--- src/rtl/mul_pkg.sv ---
package mul_pkg;

  // Control states
  typedef enum logic {
    ST_IDLE = 1'b0,
    ST_RUN  = 1'b1
  } mulState_t;

  // Strobes from control to datapath
  typedef struct packed {
    logic load;  // capture operands, clear upper half
    logic step;  // one conditional-add + shift iteration
  } mulStrobe_t;

endpackage

--- src/rtl/mul_ctrl.sv ---
module mul_ctrl
  import mul_pkg::*;
#(
  parameter int WIDTH = 32
) (
  input  logic       clk,
  input  logic       rst_n,
  input  logic       start,
  output mulStrobe_t strobe,
  output logic       busy,
  output logic       done
);

  localparam int CNT_W = (WIDTH > 1) ? $clog2(WIDTH) : 1;
  localparam logic [CNT_W-1:0] LAST_ITER = CNT_W'(WIDTH - 1);

  mulState_t       state;
  logic [CNT_W-1:0] iterCnt;
  logic            doneQ;

  always_ff @(posedge clk or negedge rst_n) begin
    if (!rst_n) begin
      state   <= ST_IDLE;
      iterCnt <= '0;
      doneQ   <= 1'b0;
    end else begin
      doneQ <= 1'b0;
      case (state)
        ST_IDLE: begin
          if (start) begin
            state   <= ST_RUN;
            iterCnt <= '0;
          end
        end
        ST_RUN: begin
          iterCnt <= iterCnt + 1'b1;
          if (iterCnt == LAST_ITER) begin
            state <= ST_IDLE;
            doneQ <= 1'b1;
          end
        end
        default: state <= ST_IDLE;
      endcase
    end
  end

  always_comb begin
    strobe      = '0;
    strobe.load = (state == ST_IDLE) && start;
    strobe.step = (state == ST_RUN);
  end

  assign busy = (state == ST_RUN);
  assign done = doneQ;

endmodule

--- src/rtl/mul_datapath.sv ---
module mul_datapath
  import mul_pkg::*;
#(
  parameter int WIDTH = 32
) (
  input  logic             clk,
  input  logic             rst_n,
  input  mulStrobe_t       strobe,
  input  logic [WIDTH-1:0] mcandIn,
  input  logic [WIDTH-1:0] mplierIn,
  output logic [WIDTH-1:0] prodHi,
  output logic [WIDTH-1:0] prodLo
);

  localparam int PW = 2 * WIDTH;

  logic [PW-1:0]    prodQ;
  logic [WIDTH-1:0] mcandQ;
  logic [WIDTH-1:0] addend;
  logic [WIDTH:0]   sumWide;   // carry kept as extra bit
  logic [PW-1:0]    prodNext;

  always_comb begin
    addend   = prodQ[0] ? mcandQ : '0;
    sumWide  = {1'b0, prodQ[PW-1:WIDTH]} + {1'b0, addend};
    prodNext = {sumWide, prodQ[WIDTH-1:1]};
  end

  always_ff @(posedge clk or negedge rst_n) begin
    if (!rst_n) begin
      prodQ  <= '0;
      mcandQ <= '0;
    end else if (strobe.load) begin
      prodQ  <= {{WIDTH{1'b0}}, mplierIn};
      mcandQ <= mcandIn;
    end else if (strobe.step) begin
      prodQ <= prodNext;
    end
  end

  assign prodHi = prodQ[PW-1:WIDTH];
  assign prodLo = prodQ[WIDTH-1:0];

endmodule

--- src/rtl/shift_add_mul.sv ---
module shift_add_mul
  import mul_pkg::*;
#(
  parameter int WIDTH = 32
) (
  input  logic             clk,
  input  logic             rst_n,
  input  logic             start,
  input  logic [WIDTH-1:0] mcandIn,
  input  logic [WIDTH-1:0] mplierIn,
  output logic             busy,
  output logic             done,
  output logic [WIDTH-1:0] hi,
  output logic [WIDTH-1:0] lo
);

  mulStrobe_t strobe;

  mul_ctrl #(.WIDTH(WIDTH)) u_ctrl (
    .clk    (clk),
    .rst_n  (rst_n),
    .start  (start),
    .strobe (strobe),
    .busy   (busy),
    .done   (done)
  );

  mul_datapath #(.WIDTH(WIDTH)) u_dp (
    .clk      (clk),
    .rst_n    (rst_n),
    .strobe   (strobe),
    .mcandIn  (mcandIn),
    .mplierIn (mplierIn),
    .prodHi   (hi),
    .prodLo   (lo)
  );

endmodule

--- config.mk ---
export PLATFORM = sky130hd
export DESIGN_NAME = shift_add_mul
export DESIGN_NICKNAME = d
export VERILOG_FILES = /design/src/rtl/mul_pkg.sv /design/src/rtl/mul_ctrl.sv /design/src/rtl/mul_datapath.sv /design/src/rtl/shift_add_mul.sv
export SDC_FILE = /design/constraint.sdc
export NUM_CORES = 1
export LEC_CHECK = 0
export CAP_MARGIN = 20
export CORE_MARGIN = 4
export CORE_UTILIZATION = 51
export CTS_CLUSTER_SIZE = 12
export DETAILED_ROUTE_END_ITERATION = 10
export GPL_ROUTABILITY_DRIVEN = 0
export PLACE_DENSITY = 0.82
export SLEW_MARGIN = 20
export SYNTH_ARGS = -nofsm -noshare
export SYNTH_HDL_FRONTEND = slang
export SYNTH_HIERARCHICAL = 1
export SYNTH_SLANG_ARGS = --single-unit
--- constraint.sdc ---
create_clock -name clk -period 3.95 [get_ports clk]
set_clock_uncertainty 0.05 [all_clocks]
set_input_delay 0.79 -clock clk [delete_from_list [all_inputs] [get_ports clk]]
set_output_delay 0.79 -clock clk [all_outputs]
set_load 0.05 [all_outputs]
; ---- Word level (Yosys, flattened, before mapping)
; Index checks and enable logic that the tools add are counted.
[word_totals]
input_bits = 67
output_inout_bits = 66
wordCells = 22
regBits = 103
[classes]
n_reduce_logical = 2
n_mux = 10
n_bitwise = 1
addsub = 2
n_eq_ne = 2
[ops]
columns = operator, count
row1 = 2-to-1 mux 64 bit, 2
row2 = adder 32 x 32 -> 33 bit, 1
row3 = 2-to-1 mux 32 bit, 1
row4 = case mux 5 bit (2 select lines), 1
row5 = adder 5 x 1 -> 5 bit (second input constant), 1
row6 = equality test 5 bit (second input constant), 1
row7 = 2-to-1 mux 5 bit, 1
row8 = 2-to-1 mux 1 bit, 4
row9 = inequality test 2 bit (second input constant), 1
row10 = case mux 1 bit (2 select lines), 1
row11 = nonzero test 2 bit, 1
row12 = logical AND 1 bit, 1
row13 = inverter 1 bit, 1

; ---- Logic depth before layout (Yosys ltp)
; Gate-level depths: netlist (run 1).
[logic_depth]
word_depth = 4
ltp_mapped = 11
depth_no_buf = 11

; ---- Modules after synthesis
; Netlist (run 1), hierarchy kept.
[modules_own_cells]
columns = module, area_per_inst_um2, cells_each, n_inst
row1 = mul_datapath, 5799.3, 597, 1
row2 = mul_ctrl, 349.1, 31, 1

; ---- Worst setup path before layout (run 1)
; Ideal clock, no wire load.
[synth_path]
path_type = register to register
from = reg u_dp.prodQ[0]
to = reg u_dp.prodQ[62]
setup_time_ns = 0.122
t_arrival_ns = 2.787
path_slack_ns = 0.992
stages_incl_launch_ff = 10
t_required_ns = 3.778
path_cell_list = dfrtp_1 > clkbuf_1 > and2_1 > ha_1 > a21oi_2 > o21ai_1 > o41a_1 > a221o_1 > or3_1 > a32o_1
[synth_via]
elab_chain_len = 4
[synth_rtl]
columns = element, line_no
row1 = from (decl), mul_datapath.sv:17  ; logic [PW-1:0] prodQ;
row2 = from (signal assigned), mul_datapath.sv:34  ; prodQ <= {{WIDTH{1'b0}}, mplierIn};
row3 = from (signal assigned), mul_datapath.sv:37  ; prodQ <= prodNext;
row4 = 2-to-1 mux 32 bit, mul_datapath.sv:24  ; addend = prodQ[0] ? mcandQ : '0;
row5 = adder 32 x 32 -> 33 bit, mul_datapath.sv:25  ; sumWide = {1'b0, prodQ[PW-1:WIDTH]} + {1'b0, addend};
row6 = 2-to-1 mux 64 bit, mul_datapath.sv:36  ; end else if (strobe.step) begin
row7 = 2-to-1 mux 64 bit, mul_datapath.sv:33  ; end else if (strobe.load) begin
; Every way passes these cells. The select of a mux whose other input is x is not followed.
; A chain may end at the register's enable or synchronous reset.

; ---- Worst setup path in the final report (run 1)
[layout_path]
from = reg u_dp.prodQ[0]
to = reg u_dp.prodQ[57]
; The elaborated chain is that of the path after synthesis.

==> results of run 1 <==
-- final timing paths --
| path | startpoint | end | slack, ns | cells past startpoint |
|---|---|---|---|---|
| min | rst_n | u_dp/mcandQ[11] | 0.38 | 1 |
| max reg2reg | u_dp/prodQ[0] | u_dp/prodQ[57] | 0.72 | 11 |
| max | u_dp/prodQ[0] | u_dp/prodQ[57] | 0.72 | 11 |
| min in group clk | u_dp/mcandQ[7] | u_dp/mcandQ[7] | 0.45 | 1 |
| max in group asynchronous | rst_n | u_dp/mcandQ[26] | 2.64 | 2 |
| min reg2reg | u_dp/mcandQ[7] | u_dp/mcandQ[7] | 0.45 | 1 |
-- synthesized netlist by cell type (all sizes together), types with 8 or more instances --
master and n:
ha 34, xor2 13, nor2 34, dfrtp 103, a21oi 30, xnor2 15
o21ai 71, nand2 79, nand3 9, buf 8, inv 13, and2 32
a21o 10, mux2 32, mux2i 42, clkbuf 22
-- flip-flops by register name (all words and copies together) (netlist names) --
register,cells
u_ctrl/iterCnt,5
u_dp/mcandQ,32
u_ctrl/busy,1
u_dp/prodQ,64
u_ctrl/done,1
-- worst reg2reg max path: cells and delay by family (launching register included) --
family	cells	cell delay, ns
AO/OA/AOI/OAI	5	1.20
XOR/XNOR	1	0.18
adder cells (fa/ha/maj)	2	0.56
buffers and inverters	1	0.06
flip-flops	1	0.63
AND/OR/NAND/NOR	2	0.45
-- metal layers --
| layer | up-vias | track usage, % | part of all wire, % |
|---|---|---|---|
| li1 | 2472 | - | - |
| met1 | 2469 | 26.87 | 40 |
| met2 | 235 | 38.77 | 48 |
| met3 | 29 | 9.370 | 9.7 |
| met4 | 0 | 6.374 | 2.0 |
| met5 | - | 0 | 0 |
-- kinds of logic (layout without fill, tap and decap cells) --
family / count (synthesis) / in the layout / share of synthesized area [%]
AO/OA/AOI/OAI: 163 / 163 / 17.09
XOR/XNOR: 28 / 28 / 3.989
flip-flops: 103 / 103 / 41.92
adder cells (fa/ha/maj): 35 / 35 / 7.245
buffers and inverters: 43 / 170 / 3.276
AND/OR/NAND/NOR: 182 / 182 / 13.78
multiplexers: 74 / 74 / 12.70
-- cell usage in the layout, fill, tap and decap left out, drive strengths merged, types with 7 or more instances in the layout --
cell	count
and2	32
dfrtp	103
ha	34
buf	10
nand3	9
inv	15
xor2	13
nand2b	7
mux2	32
o21a	7
o21ai	71
clkbuf	11
clkdlybuf4s50	131
mux2i	42
xnor2	15
a21oi	30
nor2	34
nand4	7
a21o	10
nand2	79
-- metrics by stage --
step | total power [mW] | hold slack (ns)
5_1_grt | 8.536 | 0.4265
3_5_place_dp | 7.073 | 0.4429
3_3_place_gp | 6.931 | 0.4358
4_1_cts | 7.972 | 0.3976
2_1_floorplan | 5.632 | 0.4197
6_report | 7.963 | 0.3839
-- area by class of cell --
| class | count | area (µm²) |
|---|---|---|
| Inverter | 13 | 48.80 |
| Tap cell | 143 | 178.9 |
| Timing Repair Buffer | 141 | 1386 |
| Multi-Input combinational cell | 482 | 3377 |
| Clock inverter | 5 | 40.04 |
| Sequential cell | 103 | 2579 |
| Fill cell | 890 | 3761 |
| Clock buffer | 11 | 242.7 |
-- where the power goes --
group	switching (mW)	leakage (nW)	internal, mW
registers	0.459	1.24	1.61
logic	3.09	2.22	1.94
clock network	0.404	0.140	0.451
==> results.md, run 1 <==
- Outcome: finished, final reports clean
- Crit. End Element: register
- Pwr per Cell Area: 1014 nW/µm²
- Crit path time final: 3.233 ns
- Clk sink count: 103
- Fmax: 309.3 MHz
- Buf/Inv on CP: 1
- Dpl ws: 0.7854 ns
- Height of the chip: 117.8 µm
- Critical Path AT: 3.42 ns
- Async SR Flop Fraction: 100.0%
- Setup WS post-layout: 0.7173 ns
- VDD IR max: 735.8 µV
- Max-Slew Margin vs Limit: 59.71%
- RSZ-0062 raised after global routing: false
- Post-DP Area: 7570 µm²
- Final Hold Violating Endpoints: 0
- Total GRT Usage: 22.90%
- GR Overflow Total: 0
- I/O Buffers: 132
- Finished layout cell area: 7853 µm²
- Initial antenna violation count: 0
- Starting Density: 52.94%
- Synth area leaders: dfrtp_1 42%, ha_1 6.9%, mux2i_1 6.8%
- CTS root buffer: clkbuf_16
- Setup TNS: 0 ns
- Crit path largest cell delay: 0.63 ns
- Post-placement cell count: 882
- CTS tree: done
- Fin util: 67.61%
- Final-report setup violation count: 0
- Vias per cell: 5.796
- Hpwl dp: 11650 µm
- Share of cells above drive strength 1: 9.139%
- Cts hold-fix bufs: 0
- Seq/Total Area, Yosys: 41.92%
- Crit share post-route: 81.84%
- Crit path max-delay family: compound AO/OA/AOI/OAI gates
- Yosys warnings: 6
- Die Width: 117.8 µm
- Syn_area_per_cell: 9.790 µm²
- Critical path launch point type: register
- Vias in the first global route: 5475
- Max-slew violation count: 0
- #FFs+latches synth: 103
- First-pass GRT wire length: 26270 µm
- Syn nets: 730
- Top FF cell, synth: dfrtp_1
- Synth cell types: 59
- Worst min-delay path category: primary input to async pin
- Antenna cells: 0
- Io pins: 133
- H-tree Lvls: 3
- Post-synth EDFFs: 0
- Post-Layout Cell Count: 898
- DRC: 0
- CP cell instances: and2_1 > ha_1 > inv_1 > fa_1 > and2b_1 > o211ai_2 > a31oi_4 > a211oi_1 > o41ai_1 > xnor2_1 > o21ai_0
- CTS clk-pin slew, worst paths: 0.07 ns
- CP Class: register to register
- Routed wire length: 15510 µm
- Nets: 852
- Peak fanout along the critical path: 17
- Die area: 13880 µm²
- CP required: 4.14 ns
- CTS Buf Count: 9
- Clock Path Buffers: 2
- Worst slew pin tran: 0.6044 ns
- Total setup buffers inserted after CTS: 0
- ANT nets after route: 0
- Synth top area share: 41.92%
- Cell count after synthesis: 628
- Via Count: 5205
- Row count: 39
- Area grow syn2layout: 27.72%
- Largest net degree at the start of global routing: 54
- Drt pass-1 iters: 5
- Total core area: 11610 µm²
- Synth Cell Area: 6148 µm²
- Leak Pwr: 3.599 nW
- Routed len/inst: 17.27 µm
- CP max stage cell: dfrtp_1
- # resized after CTS: 0
- Max-cap viol count: 0
- Insertion delay to the later sink of the worst-skew pair: 0.35 ns
- Synth area leader: dfrtp_1
- Iter 0 DRT Violations: 239
(Power assumes the default switching activity.)
==> run 2: changes to the inputs <==
- CORE_UTILIZATION: 51 -> 47
- PLACE_DENSITY: 0.82 -> 0.8
- clock period: 3.95 -> 2.7 ns (I/O delays scaled with it)
==> run 2 against run 1 <==
Net effect: sequential power up 47%; non-clock buffer count up 37; sequential cell count unchanged; the flow now finishes with violations (setup timing); core utilization down 0.74 points; clock-buffer cell count is 2 lower; routed wire length is 8.6% higher; clock power grew 57%; largest cell class unchanged; first-iteration DRC count up 15%.
==> results.md, run 2 (synthesized netlist as in run 1, its figures left out) <==
- First-pass GRT wire length: 26660 µm (+1.5%)
- Die Width: 122.4 µm (+3.9%)
- GR Overflow Total: 0 (unchanged)
- CP required: 2.88 ns (-1.26 ns)
- CP cell instances: buf_12 > and2_1 > ha_2 > nand2_1 > o21ai_0 > a31o_2 > a211oi_2 > buf_4 > o31ai_4 > xnor2_1 > o21ai_0
- Area grow syn2layout: 38.38%
- Iter 0 DRT Violations: 275 (+15%)
- Row count: 41 (+5.1%)
- Vias per cell: 5.614 (-3.1%)
- Largest net degree at the start of global routing: 86 (+59%)
- VDD IR max: 915.4 µV (+24%)
- DRC: 0 (unchanged)
- Cts hold-fix bufs: 0 (unchanged)
- Worst min-delay path category: primary input to async pin
- ANT nets after route: 0 (unchanged)
- RSZ-0062 raised after global routing: true
- Leak Pwr: 3.808 nW (+5.8%)
- Final-report setup violation count: 2 (+2)
- CTS tree: done
- Clock Path Buffers: 2 (unchanged)
- Initial antenna violation count: 0 (unchanged)
- Most frequent cells in the layout: 130 x clkdlybuf4s50_1, 100 x dfrtp_1, 79 x nand2_1
- Critical Path AT: 2.92 ns (-0.50 ns)
- Routed len/inst: 17.47 µm (+1.2%)
- Insertion delay to the later sink of the worst-skew pair: 0.35 ns (about the same)
- Starting Density: 48.33% (-4.6 points)
- Die area: 14980 µm² (+7.9%)
- Total GRT Usage: 22.38% (-0.52 points)
- Vias in the first global route: 5575 (+1.8%)
- Routed wire length: 16840 µm (+8.6%)
- Register with the most flip-flops: u_dp/prodQ
- Hpwl dp: 12050 µm (+3.5%)
- Outcome: complete, but fails checks
- R2R setup slack: -0.04 ns (-0.76 ns)
- Pwr per Cell Area: 1513 nW/µm² (+49%)
- Dpl ws: -0.09307 ns (-0.8785 ns)
- Top flop regs: u_dp/prodQ: 64 flops, u_dp/mcandQ: 32 flops, u_ctrl/iterCnt: 5 flops
- CTS root buffer: clkbuf_16
- Critical path launch point type: register
- Most common cell after layout, fill and taps aside: clkdlybuf4s50_1
- Via Count: 5412 (+4.0%)
- Critical R2R Capture: u_dp/prodQ[51]
- Crit path time final: 2.742 ns (-0.4903 ns)
- CTS Buf Count: 9 (unchanged)
- H-tree Lvls: 3 (unchanged)
- I/O Buffers: 132 (unchanged)
- Total core area: 12720 µm² (+9.5%)
- Max-Slew Margin vs Limit: 34.54% (-25 points)
- Clk sink count: 103 (unchanged)
- Max reg flops: 64 (unchanged)
- Critical R2R Launch: u_dp/prodQ[0]
- Crit share post-route: 101.6% (+20 points)
- CP Class: register to register
- CTS clk-pin slew, worst paths: 0.07 ns (about the same)
- Fmax: 364.6 MHz (+18%)
- Post-Layout Cell Count: 964 (+7.3%)
- Post-placement cell count: 943 (+6.9%)
- Share of cells above drive strength 1: 19.32% (+10 points)
- Crit. End Element: register
- Worst slew pin tran: 0.9783 ns (+0.3740 ns)
- Total power draw: 12.87 mW (+62%)
- Max-slew violation count: 0 (unchanged)
- Antenna cells: 0 (unchanged)
- Max-cap viol count: 0 (unchanged)
- Crit path largest cell delay: 0.44 ns (-0.19 ns)
- Setup WS post-layout: -0.04236 ns (-0.7597 ns)
- Nets: 889 (+4.3%)
- CP max stage cell: dfrtp_2
- Cells on worst reg2reg path: 11 (unchanged)
- Io pins: 133 (unchanged)
- Failing checks: setup timing
- Crit path top cell by count: o21ai_0
- Final Hold Violating Endpoints: 0 (unchanged)
- Setup TNS: -0.07678 ns (-0.07678 ns)
- Height of the chip: 122.4 µm (+3.9%)
- Peak fanout along the critical path: 29 (+12)
- Drt pass-1 iters: 7 (+2)
==> run 2: power breakdown <==
part           switching [mW]  internal (mW)  leakage [nW]
clock                   0.614          0.729         0.143
combinational            4.95           3.54          2.43
sequential              0.672           2.36          1.24
total                    6.24           6.63          3.81
==> run 2: area by class of cell <==
| cell class | instances | area, µm² |
|---|---|---|
| repair buffers | 178 | 1703 |
| flip-flops and latches | 103 | 2581 |
| fillers | 1030 | 4214 |
| well taps | 172 | 215.2 |
| inverters | 13 | 48.80 |
| clock inverters | 7 | 80.08 |
| clock buffers | 9 | 225.2 |
| multi-input cells | 482 | 3655 |
==> run 2: per-stage QoR <==
step	area, µm²	util [%]	hold WS (ns)
6_report	8508	66.88	0.09858
5_1_grt	8508	66.88	0.1378
4_1_cts	8341	65.56	0.1141
3_5_place_dp	7950	62.49	0.4421
3_3_place_gp	7950	62.49	0.4356
2_1_floorplan	6237	-	0.1944
==> run 2: critical path, delay by kind of cell, from the launching register on <==
kind | cells | cell delay [ns]
xor gates and xnor gates | 1 | 0.14
AOI/OAI and AO/OA | 5 | 0.99
DFF | 1 | 0.44
buffers and inverters | 2 | 0.35
adders and majority gates | 1 | 0.38
and+or+nand+nor | 2 | 0.24
==> run 2: worst max path at each step <==
| stage | from | to | slack, ns | depth (start not counted) |
|---|---|---|---|---|
| floorplan | u_dp/prodQ[0] | u_dp/prodQ[62] | -0.05 | 10 |
| CTS | u_dp/prodQ[0] | u_dp/prodQ[51] | -0.02 | 12 |
| global placement | u_dp/prodQ[0] | u_dp/prodQ[62] | -0.002 | 10 |
| global route | u_dp/prodQ[0] | u_dp/prodQ[51] | -0.14 | 12 |
| detailed placement | u_dp/prodQ[0] | u_dp/prodQ[53] | -0.09 | 10 |
| finish | u_dp/prodQ[0] | u_dp/prodQ[51] | -0.04 | 11 |
==> run 2: layer usage <==
metal,global-route usage [%],vias up,part of all wire [%]
li1,-,2546,-
met1,26.00,2561,39
met2,38.85,253,49
met3,6.037,52,8.6
met4,9.587,0,2.9
met5,0,-,0
==> run 2: repair_timing <==
| action | in CTS | in global routing |
|---|---|---|
| gates resized for setup | 13 | 37 |
| buffers inserted | 2 | 3 |
| gates cloned | 0 | 0 |
| setup endpoints to repair | 8 | 22 |
| pin swaps | 3 | 9 |
